==> src/rtl/dma_chan_pkg.sv <==
package dma_chan_pkg;

  typedef enum logic [2:0] {
    CTL_IDLE    = 3'd0,
    CTL_STALL   = 3'd1,
    CTL_MEMRD   = 3'd2,
    CTL_MEMWR   = 3'd3,
    CTL_BWCWAIT = 3'd4
  } ctlState_t;

  typedef enum logic [1:0] {
    BUF_NONE = 2'd0,
    BUF_ONE  = 2'd1,
    BUF_TWO  = 2'd2
  } bufState_t;

  // strobes from control to datapath
  typedef struct packed {
    logic       capture;
    logic       advance;
    logic       slot;
    logic [1:0] wrSrc;
    logic [1:0] wrDst;
    logic [1:0] wrCnt;
  } dpStrobe_t;

  localparam logic [7:0] OFS_CTRL   = 8'h00;
  localparam logic [7:0] OFS_INT    = 8'h04;
  localparam logic [7:0] OFS_STATUS = 8'h0C;
  localparam logic [7:0] OFS_CNT    = 8'h10;
  localparam logic [7:0] OFS_SRC    = 8'h18;
  localparam logic [7:0] OFS_DST    = 8'h20;

  localparam int CTRL_EN     = 0;
  localparam int CTRL_DONEIE = 2;
  localparam int CTRL_MEMCPY = 3;
  localparam int CTRL_START  = 4;
  localparam int CTRL_NFBIE  = 21;

  localparam int INT_DONE = 1;
  localparam int INT_NFB  = 2;

endpackage

==> src/rtl/dma_chan_datapath.sv <==
module dma_chan_datapath
  import dma_chan_pkg::*;
#(
  parameter int ADDR_W = 32,
  parameter int DATA_W = 32,
  parameter int CNT_W  = 16
) (
  input  logic                       clk,
  input  logic                       rstN,
  input  dpStrobe_t                  strobe,
  input  logic [31:0]                wrData,
  input  logic [DATA_W-1:0]          memRdata,
  output logic [1:0][ADDR_W-1:0]     srcAll,
  output logic [1:0][ADDR_W-1:0]     dstAll,
  output logic [1:0][CNT_W-1:0]      cntAll,
  output logic [ADDR_W-1:0]          curSrc,
  output logic [ADDR_W-1:0]          curDst,
  output logic [DATA_W-1:0]          dataHold,
  output logic                       lastWord
);

  localparam int BYTES = DATA_W / 8;
  localparam logic [ADDR_W-1:0] ADDR_STEP = ADDR_W'(BYTES);
  localparam logic [CNT_W-1:0]  CNT_STEP  = CNT_W'(BYTES);

  logic [31:0] unusedWr;
  assign unusedWr = wrData;

  for (genvar s = 0; s < 2; s++) begin : g_slot
    logic hit;
    assign hit = strobe.advance && (strobe.slot == 1'(s));

    always_ff @(posedge clk) begin
      if (!rstN) begin
        srcAll[s] <= '0;
        dstAll[s] <= '0;
        cntAll[s] <= '0;
      end else begin
        if (strobe.wrSrc[s])      srcAll[s] <= wrData[ADDR_W-1:0];
        else if (hit)             srcAll[s] <= srcAll[s] + ADDR_STEP;

        if (strobe.wrDst[s])      dstAll[s] <= wrData[ADDR_W-1:0];
        else if (hit)             dstAll[s] <= dstAll[s] + ADDR_STEP;

        if (strobe.wrCnt[s])      cntAll[s] <= wrData[CNT_W-1:0];
        else if (hit)             cntAll[s] <= (cntAll[s] <= CNT_STEP) ? '0 : cntAll[s] - CNT_STEP;
      end
    end
  end

  assign curSrc   = srcAll[strobe.slot];
  assign curDst   = dstAll[strobe.slot];
  assign lastWord = cntAll[strobe.slot] <= CNT_STEP;

  always_ff @(posedge clk) begin
    if (!rstN)               dataHold <= '0;
    else if (strobe.capture) dataHold <= memRdata;
  end

endmodule

==> src/rtl/dma_chan_ctrl.sv <==
module dma_chan_ctrl
  import dma_chan_pkg::*;
#(
  parameter int CNT_W = 16
) (
  input  logic        clk,
  input  logic        rstN,
  input  logic        regWrEn,
  input  logic [7:0]  regAddr,
  input  logic [31:0] regWrData,
  input  logic        memGnt,
  input  logic        lastWord,
  output dpStrobe_t   strobe,
  output logic        memReq,
  output logic        memWe,
  output logic        irq,
  output logic [31:0] ctrlWord,
  output logic [31:0] intWord,
  output logic [31:0] statusWord
);

  ctlState_t ctlQ, ctlD;
  bufState_t bufState;
  logic [1:0] slotValid, validD;
  logic curSlot;
  logic enQ, doneIeQ, memcpyQ, nfbIeQ;
  logic startArmed, donePend, nfbPend;
  logic ctrlWr, intWr;
  logic [1:0] cntWr, srcWr, dstWr, loadHit;
  logic wordDone, slotDone, nextReady, runDone, slotSwap;

  assign ctrlWr = regWrEn && (regAddr == OFS_CTRL);
  assign intWr  = regWrEn && (regAddr == OFS_INT);

  for (genvar s = 0; s < 2; s++) begin : g_dec
    assign cntWr[s]   = regWrEn && (regAddr == OFS_CNT + 8'(4 * s)) && !slotValid[s];
    assign srcWr[s]   = regWrEn && (regAddr == OFS_SRC + 8'(4 * s)) && !slotValid[s];
    assign dstWr[s]   = regWrEn && (regAddr == OFS_DST + 8'(4 * s)) && !slotValid[s];
    assign loadHit[s] = cntWr[s] && (regWrData[CNT_W-1:0] != '0);
  end

  assign wordDone  = (ctlQ == CTL_MEMWR) && memGnt;
  assign slotDone  = wordDone && lastWord;
  assign nextReady = slotValid[~curSlot] || loadHit[~curSlot];
  assign runDone   = slotDone && !nextReady;
  assign slotSwap  = slotDone && nextReady;

  always_comb begin
    ctlD = ctlQ;
    case (ctlQ)
      CTL_IDLE:  if (enQ) ctlD = CTL_STALL;
      CTL_STALL: begin
        if (!enQ) ctlD = CTL_IDLE;
        else if (slotValid[curSlot] && (!memcpyQ || startArmed)) ctlD = CTL_MEMRD;
      end
      CTL_MEMRD: if (memGnt) ctlD = CTL_MEMWR;
      CTL_MEMWR: begin
        if (memGnt) begin
          if (!enQ)         ctlD = CTL_IDLE;
          else if (runDone) ctlD = CTL_STALL;
          else              ctlD = CTL_MEMRD;
        end
      end
      default:   ctlD = CTL_STALL;
    endcase
  end

  always_comb begin
    validD = slotValid;
    if (slotDone) validD[curSlot] = 1'b0;
    validD = validD | loadHit;
  end

  always_ff @(posedge clk) begin
    if (!rstN) begin
      ctlQ       <= CTL_IDLE;
      slotValid  <= '0;
      curSlot    <= 1'b0;
      enQ        <= 1'b0;
      doneIeQ    <= 1'b0;
      memcpyQ    <= 1'b0;
      nfbIeQ     <= 1'b0;
      startArmed <= 1'b0;
      donePend   <= 1'b0;
      nfbPend    <= 1'b0;
    end else begin
      ctlQ      <= ctlD;
      slotValid <= validD;
      if (slotSwap)                            curSlot <= ~curSlot;
      else if (slotValid == 2'b00 && |loadHit) curSlot <= loadHit[1];
      if (ctrlWr) begin
        enQ     <= regWrData[CTRL_EN];
        doneIeQ <= regWrData[CTRL_DONEIE];
        memcpyQ <= regWrData[CTRL_MEMCPY];
        nfbIeQ  <= regWrData[CTRL_NFBIE];
      end
      startArmed <= (startArmed && !runDone) || (ctrlWr && regWrData[CTRL_START]);
      donePend   <= (donePend && !(intWr && !regWrData[INT_DONE])) || runDone;
      nfbPend    <= (nfbPend && !(intWr && !regWrData[INT_NFB])) || slotSwap;
    end
  end

  always_comb begin
    case (slotValid)
      2'b00:   bufState = BUF_NONE;
      2'b11:   bufState = BUF_TWO;
      default: bufState = BUF_ONE;
    endcase
  end

  assign memReq = (ctlQ == CTL_MEMRD) || (ctlQ == CTL_MEMWR);
  assign memWe  = (ctlQ == CTL_MEMWR);
  assign irq    = (donePend && doneIeQ) || (nfbPend && nfbIeQ);

  assign strobe.capture = (ctlQ == CTL_MEMRD) && memGnt;
  assign strobe.advance = wordDone;
  assign strobe.slot    = curSlot;
  assign strobe.wrSrc   = srcWr;
  assign strobe.wrDst   = dstWr;
  assign strobe.wrCnt   = cntWr;

  always_comb begin
    ctrlWord = '0;
    ctrlWord[CTRL_EN]     = enQ;
    ctrlWord[CTRL_DONEIE] = doneIeQ;
    ctrlWord[CTRL_MEMCPY] = memcpyQ;
    ctrlWord[CTRL_NFBIE]  = nfbIeQ;
  end

  assign intWord    = {29'd0, nfbPend, donePend, 1'b0};
  assign statusWord = {25'd0, donePend, bufState, ctlQ, 1'b0};

endmodule

==> src/rtl/m2m_dma_chan.sv <==
module m2m_dma_chan
  import dma_chan_pkg::*;
#(
  parameter int ADDR_W = 32,
  parameter int DATA_W = 32,
  parameter int CNT_W  = 16
) (
  input  logic              clk,
  input  logic              rstN,
  input  logic [7:0]        regAddr,
  input  logic              regWrEn,
  input  logic [31:0]       regWrData,
  output logic [31:0]       regRdData,
  output logic              memReq,
  output logic              memWe,
  output logic [ADDR_W-1:0] memAddr,
  output logic [DATA_W-1:0] memWdata,
  input  logic              memGnt,
  input  logic [DATA_W-1:0] memRdata,
  output logic              irq
);

  dpStrobe_t strobe;
  logic [1:0][ADDR_W-1:0] srcAll, dstAll;
  logic [1:0][CNT_W-1:0]  cntAll;
  logic [ADDR_W-1:0] curSrc, curDst;
  logic lastWord;
  logic [31:0] ctrlWord, intWord, statusWord;

  dma_chan_ctrl #(.CNT_W(CNT_W)) u_ctrl (
    .clk(clk), .rstN(rstN), .regWrEn(regWrEn), .regAddr(regAddr),
    .regWrData(regWrData), .memGnt(memGnt), .lastWord(lastWord),
    .strobe(strobe), .memReq(memReq), .memWe(memWe), .irq(irq),
    .ctrlWord(ctrlWord), .intWord(intWord), .statusWord(statusWord)
  );

  dma_chan_datapath #(.ADDR_W(ADDR_W), .DATA_W(DATA_W), .CNT_W(CNT_W)) u_dp (
    .clk(clk), .rstN(rstN), .strobe(strobe), .wrData(regWrData),
    .memRdata(memRdata), .srcAll(srcAll), .dstAll(dstAll), .cntAll(cntAll),
    .curSrc(curSrc), .curDst(curDst), .dataHold(memWdata), .lastWord(lastWord)
  );

  assign memAddr = memWe ? curDst : curSrc;

  always_comb begin
    case (regAddr)
      OFS_CTRL:      regRdData = ctrlWord;
      OFS_INT:       regRdData = intWord;
      OFS_STATUS:    regRdData = statusWord;
      OFS_CNT:       regRdData = 32'(cntAll[0]);
      OFS_CNT + 8'd4: regRdData = 32'(cntAll[1]);
      OFS_SRC:       regRdData = 32'(srcAll[0]);
      OFS_SRC + 8'd4: regRdData = 32'(srcAll[1]);
      OFS_DST:       regRdData = 32'(dstAll[0]);
      OFS_DST + 8'd4: regRdData = 32'(dstAll[1]);
      default:       regRdData = '0;
    endcase
  end

endmodule

==> config.mk <==
export PLATFORM = sky130hd
export DESIGN_NAME = m2m_dma_chan
export DESIGN_NICKNAME = d
export VERILOG_FILES = /design/src/rtl/dma_chan_pkg.sv /design/src/rtl/dma_chan_datapath.sv /design/src/rtl/dma_chan_ctrl.sv /design/src/rtl/m2m_dma_chan.sv
export SDC_FILE = /design/constraint.sdc
export NUM_CORES = 1
export LEC_CHECK = 0
export CORE_UTILIZATION = 35
export DETAILED_ROUTE_END_ITERATION = 16
export DONT_BUFFER_PORTS = 1
export HOLD_SLACK_MARGIN = 0.15
export MAX_ROUTING_LAYER = met4
export PLACE_DENSITY = 0.47
export SETUP_SLACK_MARGIN = 0.2
export SLEW_MARGIN = 20
export SYNTH_ARGS = -nofsm -noshare
export SYNTH_HDL_FRONTEND = slang
export SYNTH_SLANG_ARGS = --single-unit
==> constraint.sdc <==
create_clock -name clk -period 2.8 [get_ports clk]
set_input_delay 0.42 -clock clk [delete_from_list [all_inputs] [get_ports clk]]
set_output_delay 0.42 -clock clk [all_outputs]
set_load 0.02 [all_outputs]
Yosys cells after proc, flatten, opt, wreduce, memory -nomap -nowiden
Index checks and enable logic that the tools add are counted.
{"block": "totals", "reg_bits": 205, "output_inout_bits": 99, "wordCells": 154}
{"block": "op_classes", "bitwise_logic": 4, "magnitude_cmp": 6, "muxes": 42, "add_sub_neg": 6, "reduce_logical": 63, "eq_ne": 16}
{"cell": "32-bit 2-to-1 mux", "n": 13}
{"cell": "32-bit case mux with 9 select lines", "n": 1}
{"cell": "32-bit by 3-bit adder with 32-bit output (second input constant)", "n": 4}
{"cell": "16-bit 2-to-1 mux", "n": 8}
{"cell": "16-bit by 3-bit less-or-equal comparator with 1-bit output (second input constant)", "n": 3}
{"cell": "1-bit logical AND", "n": 34}
{"cell": "8-bit by 5-bit == test with 1-bit output (second input constant)", "n": 4}
{"cell": "16-bit by 3-bit subtractor with 16-bit output (second input constant)", "n": 2}
{"cell": "3-bit 2-to-1 mux", "n": 6}
{"cell": "8-bit by 6-bit == test with 1-bit output (second input constant)", "n": 2}
{"cell": "16-bit nonzero test", "n": 1}
{"cell": "2-bit nonzero test", "n": 7}
{"cell": "3-bit case mux with 4 select lines", "n": 1}
{"cell": "1-bit zero test", "n": 9}
{"cell": "1-bit 2-to-1 mux", "n": 9}
{"cell": "8-bit by 3-bit == test with 1-bit output (second input constant)", "n": 1}
{"cell": "8-bit by 4-bit == test with 1-bit output (second input constant)", "n": 1}
{"cell": "8-bit zero test", "n": 1}
{"cell": "1-bit logical OR", "n": 7}
{"cell": "3-bit by 2-bit == test with 1-bit output (second input constant)", "n": 2}
{"cell": "1-bit by 2-bit less-than comparator with 1-bit output (second input constant)", "n": 2}
{"cell": "2-bit 2-to-1 mux", "n": 2}
{"cell": "2-bit by 1-bit != test with 1-bit output (second input constant)", "n": 2}
{"cell": "2-bit case mux with 2 select lines", "n": 1}
{"cell": "other kinds (14)", "n": 14}

Depth between registers and ports, before layout
{"block": "logic_depth", "depth_word": 13, "mapped_depth": 9, "mapped_depth_nobuf": 7}

Cells and area by module
Synthesis repeated with hierarchy kept, for this count alone.
{"block": "unflattened", "cells_unflattened": 1949, "hier_area_um2": 15546.2}
{"module": "dma_chan_datapath", "cells_each": 1388, "area_per_inst_um2": 11252.0, "n_inst": 1}
{"module": "m2m_dma_chan", "cells_each": 369, "area_per_inst_um2": 2762.6, "n_inst": 1}
{"module": "dma_chan_ctrl", "cells_each": 192, "area_per_inst_um2": 1531.5, "n_inst": 1}

Worst setup path before layout
No wires, ideal clock.
{"block": "synth_timing", "path_kind": "input to output", "startpoint": "in regAddr[5]", "endpoint": "out regRdData[2]", "path_slack_ns": 0.424, "cell_stages": 6, "arrival_time_ns": 1.956, "required_time_ns": 2.380, "n_path_buf": 2, "path_cell_list": "or4b_1 -> buf_4 -> nor3_4 -> clkbuf_1 -> a221oi_1 -> nand3_1"}
{"block": "synth_via", "elab_chain_cells": 2, "word_cells_on_any_way": 10, "classes_between": "8 x eq/ne; 1 x mux; 1 x reduce/logical"}
{"element": "from (decl)", "line": "m2m_dma_chan.sv:10", "text": "input logic [7:0] regAddr,"}
{"element": "8-bit by 6-bit == test with 1-bit output (tied with other cells)", "line": "m2m_dma_chan.sv:46", "text": "case (regAddr)"}
{"element": "32-bit case mux with 9 select lines (*)", "line": "m2m_dma_chan.sv:46"}
{"element": "to (decl)", "line": "m2m_dma_chan.sv:13", "text": "output logic [31:0] regRdData,"}
Mark *: on every way between the ends. The rest lies on a longest branch, timed or not.

Final worst setup path
{"block": "layout_timing", "startpoint": "reg u_ctrl.ctlQ[1]", "endpoint": "out memAddr[6]"}
{"block": "layout_via", "elab_chain_cells": 2}
{"element": "from (decl)", "line": "dma_chan_ctrl.sv:22", "text": "ctlState_t ctlQ, ctlD;"}
{"element": "from (signal assigned)", "line": "dma_chan_ctrl.sv:87", "text": "ctlQ <= ctlD;"}
{"element": "3-bit by 2-bit == test with 1-bit output", "line": "dma_chan_ctrl.sv:112", "text": "assign memWe = (ctlQ == CTL_MEMWR);"}
{"element": "32-bit 2-to-1 mux", "line": "m2m_dma_chan.sv:43", "text": "assign memAddr = memWe ? curDst : curSrc;"}
{"element": "to (decl)", "line": "m2m_dma_chan.sv:16", "text": "output logic [ADDR_W-1:0] memAddr,"}
No other way between the ends.

==> qor.csv <==
stage;metric;value;unit
run_status;status;finished, final reports clean;
cells_and_area;P&R area growth vs syn;19.1;%
synthesis;Distinct cells, synth;65;
placed_design;placed inst area;12500;µm²
synthesis;Synth top area share;34.7;%
power_and_ir_drop;maximum vdd drop;523;µV
sta;WHS;0.184;ns
synthesis;warnings from Yosys;0;
grt;largest net degree at the start of global routing;101;
sta;Slew HR;50.2;%
floorplanning;Starting Density;35.9;%
synthesis;dominant synthesized flop cell;dfxtp_1;
cts;htree depth;1;
power_and_ir_drop;Cell Pwr Density;459;nW/µm²
power_and_ir_drop;Seq pwr share;45.3;%
setup_path;CP Capture Type;output port;
cells_and_area;layout cells sized above 1;10.8;%
cts;Worst-Skew Late Latency;0.53;ns
placed_design;post-DP HPWL;32.0;mm
power_and_ir_drop;Sw Ratio;23.2;%
worst_hold_path;Worst Hold Class;in -> reg;
setup_path;type of origin of the critical path;flip-flop;
floorplanning;Die H;185;µm
synthesis;Syn Nets;1544;
synthesis;Syn Inst Count;1458;
setup_path;CP Max Fanout;29;
sta;f_max;0.387;GHz
sta;Final Hold Vio Count;0;
grt;total grt overflow;0;
setup_path;worst setup path endpoint;memAddr[6];
floorplanning;die area;34400;µm²
synthesis;Yosys top cell by area;dfxtp_1;
power_and_ir_drop;Clk pwr share;50.5;%
power_and_ir_drop;NetSw;1.49;mW
synthesis;most frequent cells after synthesis;204 x dfxtp_1, 169 x nand2_1, 130 x a21oi_1;
synthesis;Async SR Flop Fraction;0;%
cells_and_area;nets@finish;1602;
flow_run;Max Cap Viol;0;
cts;Reg clk slew, reported paths;0.06;ns
setup_path;WP data required;2.38;ns
sta;setup_tns;0;ns
power_and_ir_drop;Int Power;4.95;mW
floorplanning;core area;32800;µm²
grt;first-pass GRT wire length;69.3;mm
grt;Total Routing Usage GR;27.3;%
cts;Root Driver;clkbuf_16;
synthesis;sequential element share of the synthesized area;34.7;%
sta;Slew Limit Fails;0;
cells_and_area;post-route cell area;14000;µm²
detailed_routing;DRC viols;0;
cts;clk sinks;204;
detailed_routing;final WL;46.0;mm
cells_and_area;post-layout util;42.8;%
setup_path;Critical Path AT;2.17;ns
cts;TritonCTS Buffers;26;
setup_path;r2r endpoint;u_dp.cntAll[30];
sta;Tightest Pin Transition;0.745;ns
detailed_routing;Vias/cell;5.79;
power_and_ir_drop;Gate power share;4.2;%
detailed_routing;DRT iter0 DRCs;911;
synthesis;Avg Synthesized Cell Area;8.08;µm²
synthesis;Post-synth EDFFs;0;
sta;RSZ-0062 raised after global routing;true;
detailed_routing;vias;11500;
placed_design;placed cells;1862;
floorplanning;die span in x;185;µm
cts;CTS tree;done;
sta;final setup violation count;0;
detailed_routing;Pre-antenna DRT Iters;5;
placed_design;routability congestion estimate;0.877;
cts;CTS resizes;0;
cts;Longest Clk Path Bufs;3;
cells_and_area;Non-Filler Instances;1978;
setup_path;FF-to-FF setup slack;0.39;ns
detailed_routing;Avg WL per Cell;23.2;µm
setup_path;crit path kind;reg -> out;
setup_path;r2r worst-path depth;7;
setup_path;launch point of the worst path;u_ctrl.ctlQ[1];
grt;number of global-route vias before repair;10900;
power_and_ir_drop;P_leak;4.71;nW
setup_path;Reg-to-Reg Start;u_dp.cntAll[18];
synthesis;largest cells by area after synthesis;dfxtp_1 35%, mux4_2 6.1%, a21oi_1 5.5%, nand2_1 5.4%, a22oi_1 4.8%;
sta;Final Skew;0.0110;ns
synthesis;Seq cells post-synth;204;
sta;Tcrit/Tclk final;92.4;%
grt;initial antenna violation count;2;
synthesis;top-count cell post-synth;dfxtp_1;
floorplanning;I/O pin cnt;175;
detailed_routing;Final ANT Viol Nets;0;
sta;post-layout min period;2.59;ns
synthesis;cell area after synthesis;11800;µm²
floorplanning;row count;66;
placed_design;I/O Buffers;0;
-- what timing repair did --
item / CTS / global route
buffers inserted: 0 / 0
hold buffers: 68 / 0
endpoints found under the setup margin: 0 / 32
endpoints found under the hold margin: 202 / 0
-- power by group through the flow --
| stage | clock network, mW | logic, mW | registers, mW |
|---|---|---|---|
| 6_report | 3.25 | 0.273 | 2.92 |
| 5_1_grt | 3.43 | 0.293 | 2.92 |
| 4_1_cts | 3.31 | 0.272 | 2.92 |
| 3_5_place_dp | 0 | 0.123 | 2.98 |
| 3_3_place_gp | 0 | 0.121 | 2.98 |
| 2_1_floorplan | 0 | 0.114 | 2.98 |
-- how the worst min path moves through the flow --
stage / endpoint / slack (ns) / cells past startpoint / from
2_1_floorplan: u_ctrl.memcpyQ / 0.45 / 2 / u_ctrl.memcpyQ
3_3_place_gp: u_ctrl.startArmed / 0.46 / 1 / u_ctrl.startArmed
3_5_place_dp: u_ctrl.startArmed / 0.47 / 1 / u_ctrl.startArmed
4_1_cts: u_ctrl.nfbPend / 0.16 / 3 / memGnt
5_1_grt: u_ctrl.curSlot / 0.17 / 3 / memGnt
6_report: u_ctrl.donePend / 0.18 / 3 / regWrEn
-- registers in the layout, summed over array words and instances (netlist names) --
| register | cells |
|---|---|
| u_ctrl.slotValid | 2 |
| u_ctrl.enQ | 1 |
| u_dp.dstAll | 64 |
| u_ctrl.startArmed | 1 |
| u_dp.cntAll | 32 |
| u_ctrl.donePend | 1 |
| u_ctrl.doneIeQ | 1 |
| u_ctrl.curSlot | 1 |
| u_ctrl.nfbPend | 1 |
| u_ctrl.ctlQ | 2 |
| u_dp.srcAll | 64 |
| u_dp.dataHold | 32 |
| u_ctrl.memcpyQ | 1 |
| u_ctrl.nfbIeQ | 1 |
-- worst max-delay path, cell delays in order, from the launching register on --
cell and delay [ns]:
dfxtp_1 0.36, buf_4 0.21, nand2_2 0.08, buf_4 0.46, mux4_2 0.51
-- per-layer routing --
metal | track usage [%] | routed length [µm] | up-vias
met5 | - | 0 | -
met4 | 7.11 | 992 | 0
met3 | 3.89 | 2940 | 69
met2 | 43.6 | 21800 | 414
met1 | 36.1 | 20300 | 5504
li1 | - | - | 5471
-- layout by cell type (no fill, tap or decap), types with 13 or more instances in the layout --
master and n:
nand2_1 165, nor3_1 41, nand4_1 28, dlygate4sd3_1 67
a211oi_1 44, a22oi_1 76, nor2_1 126, and3_1 25
buf_4 60, xor2_1 65, mux4_2 32, clkbuf_16 27
xnor2_1 54, inv_1 15, nand3_1 82, a21oi_1 130
dfxtp_1 203, o21ai_0 111, and4_1 13
-- area by class of cell --
| class | instances | area, µm² |
|---|---|---|
| Fill cell | 3307 | 18800 |
| Multi-Input combinational cell | 1134 | 7250 |
| Sequential cell | 204 | 4090 |
| Timing Repair Buffer | 133 | 1250 |
| Clock buffer | 43 | 806 |
| Tap cell | 442 | 553 |
| Inverter | 17 | 65.1 |
| Antenna cell | 4 | 10.0 |
| Clock inverter | 1 | 5.00 |
-- stage by stage --
stage / total power [mW] / setup WS, ns
floorplan: 3.09 / 0.424
global placement: 3.10 / 0.367
detailed placement: 3.10 / 0.341
CTS: 6.50 / 0.216
global route: 6.64 / 0.156
finish: 6.44 / 0.214
-- cells by family after synthesis --
logic type,synth area share [%]
adders and majority gates,1.06
muxes,6.89
AOI/OAI and AO/OA,21.3
DFF,34.7
and+or+nand+nor,23.2
buffers and inverters,3.98
xor gates and xnor gates,8.85
Power figures use the tool's default switching activity.
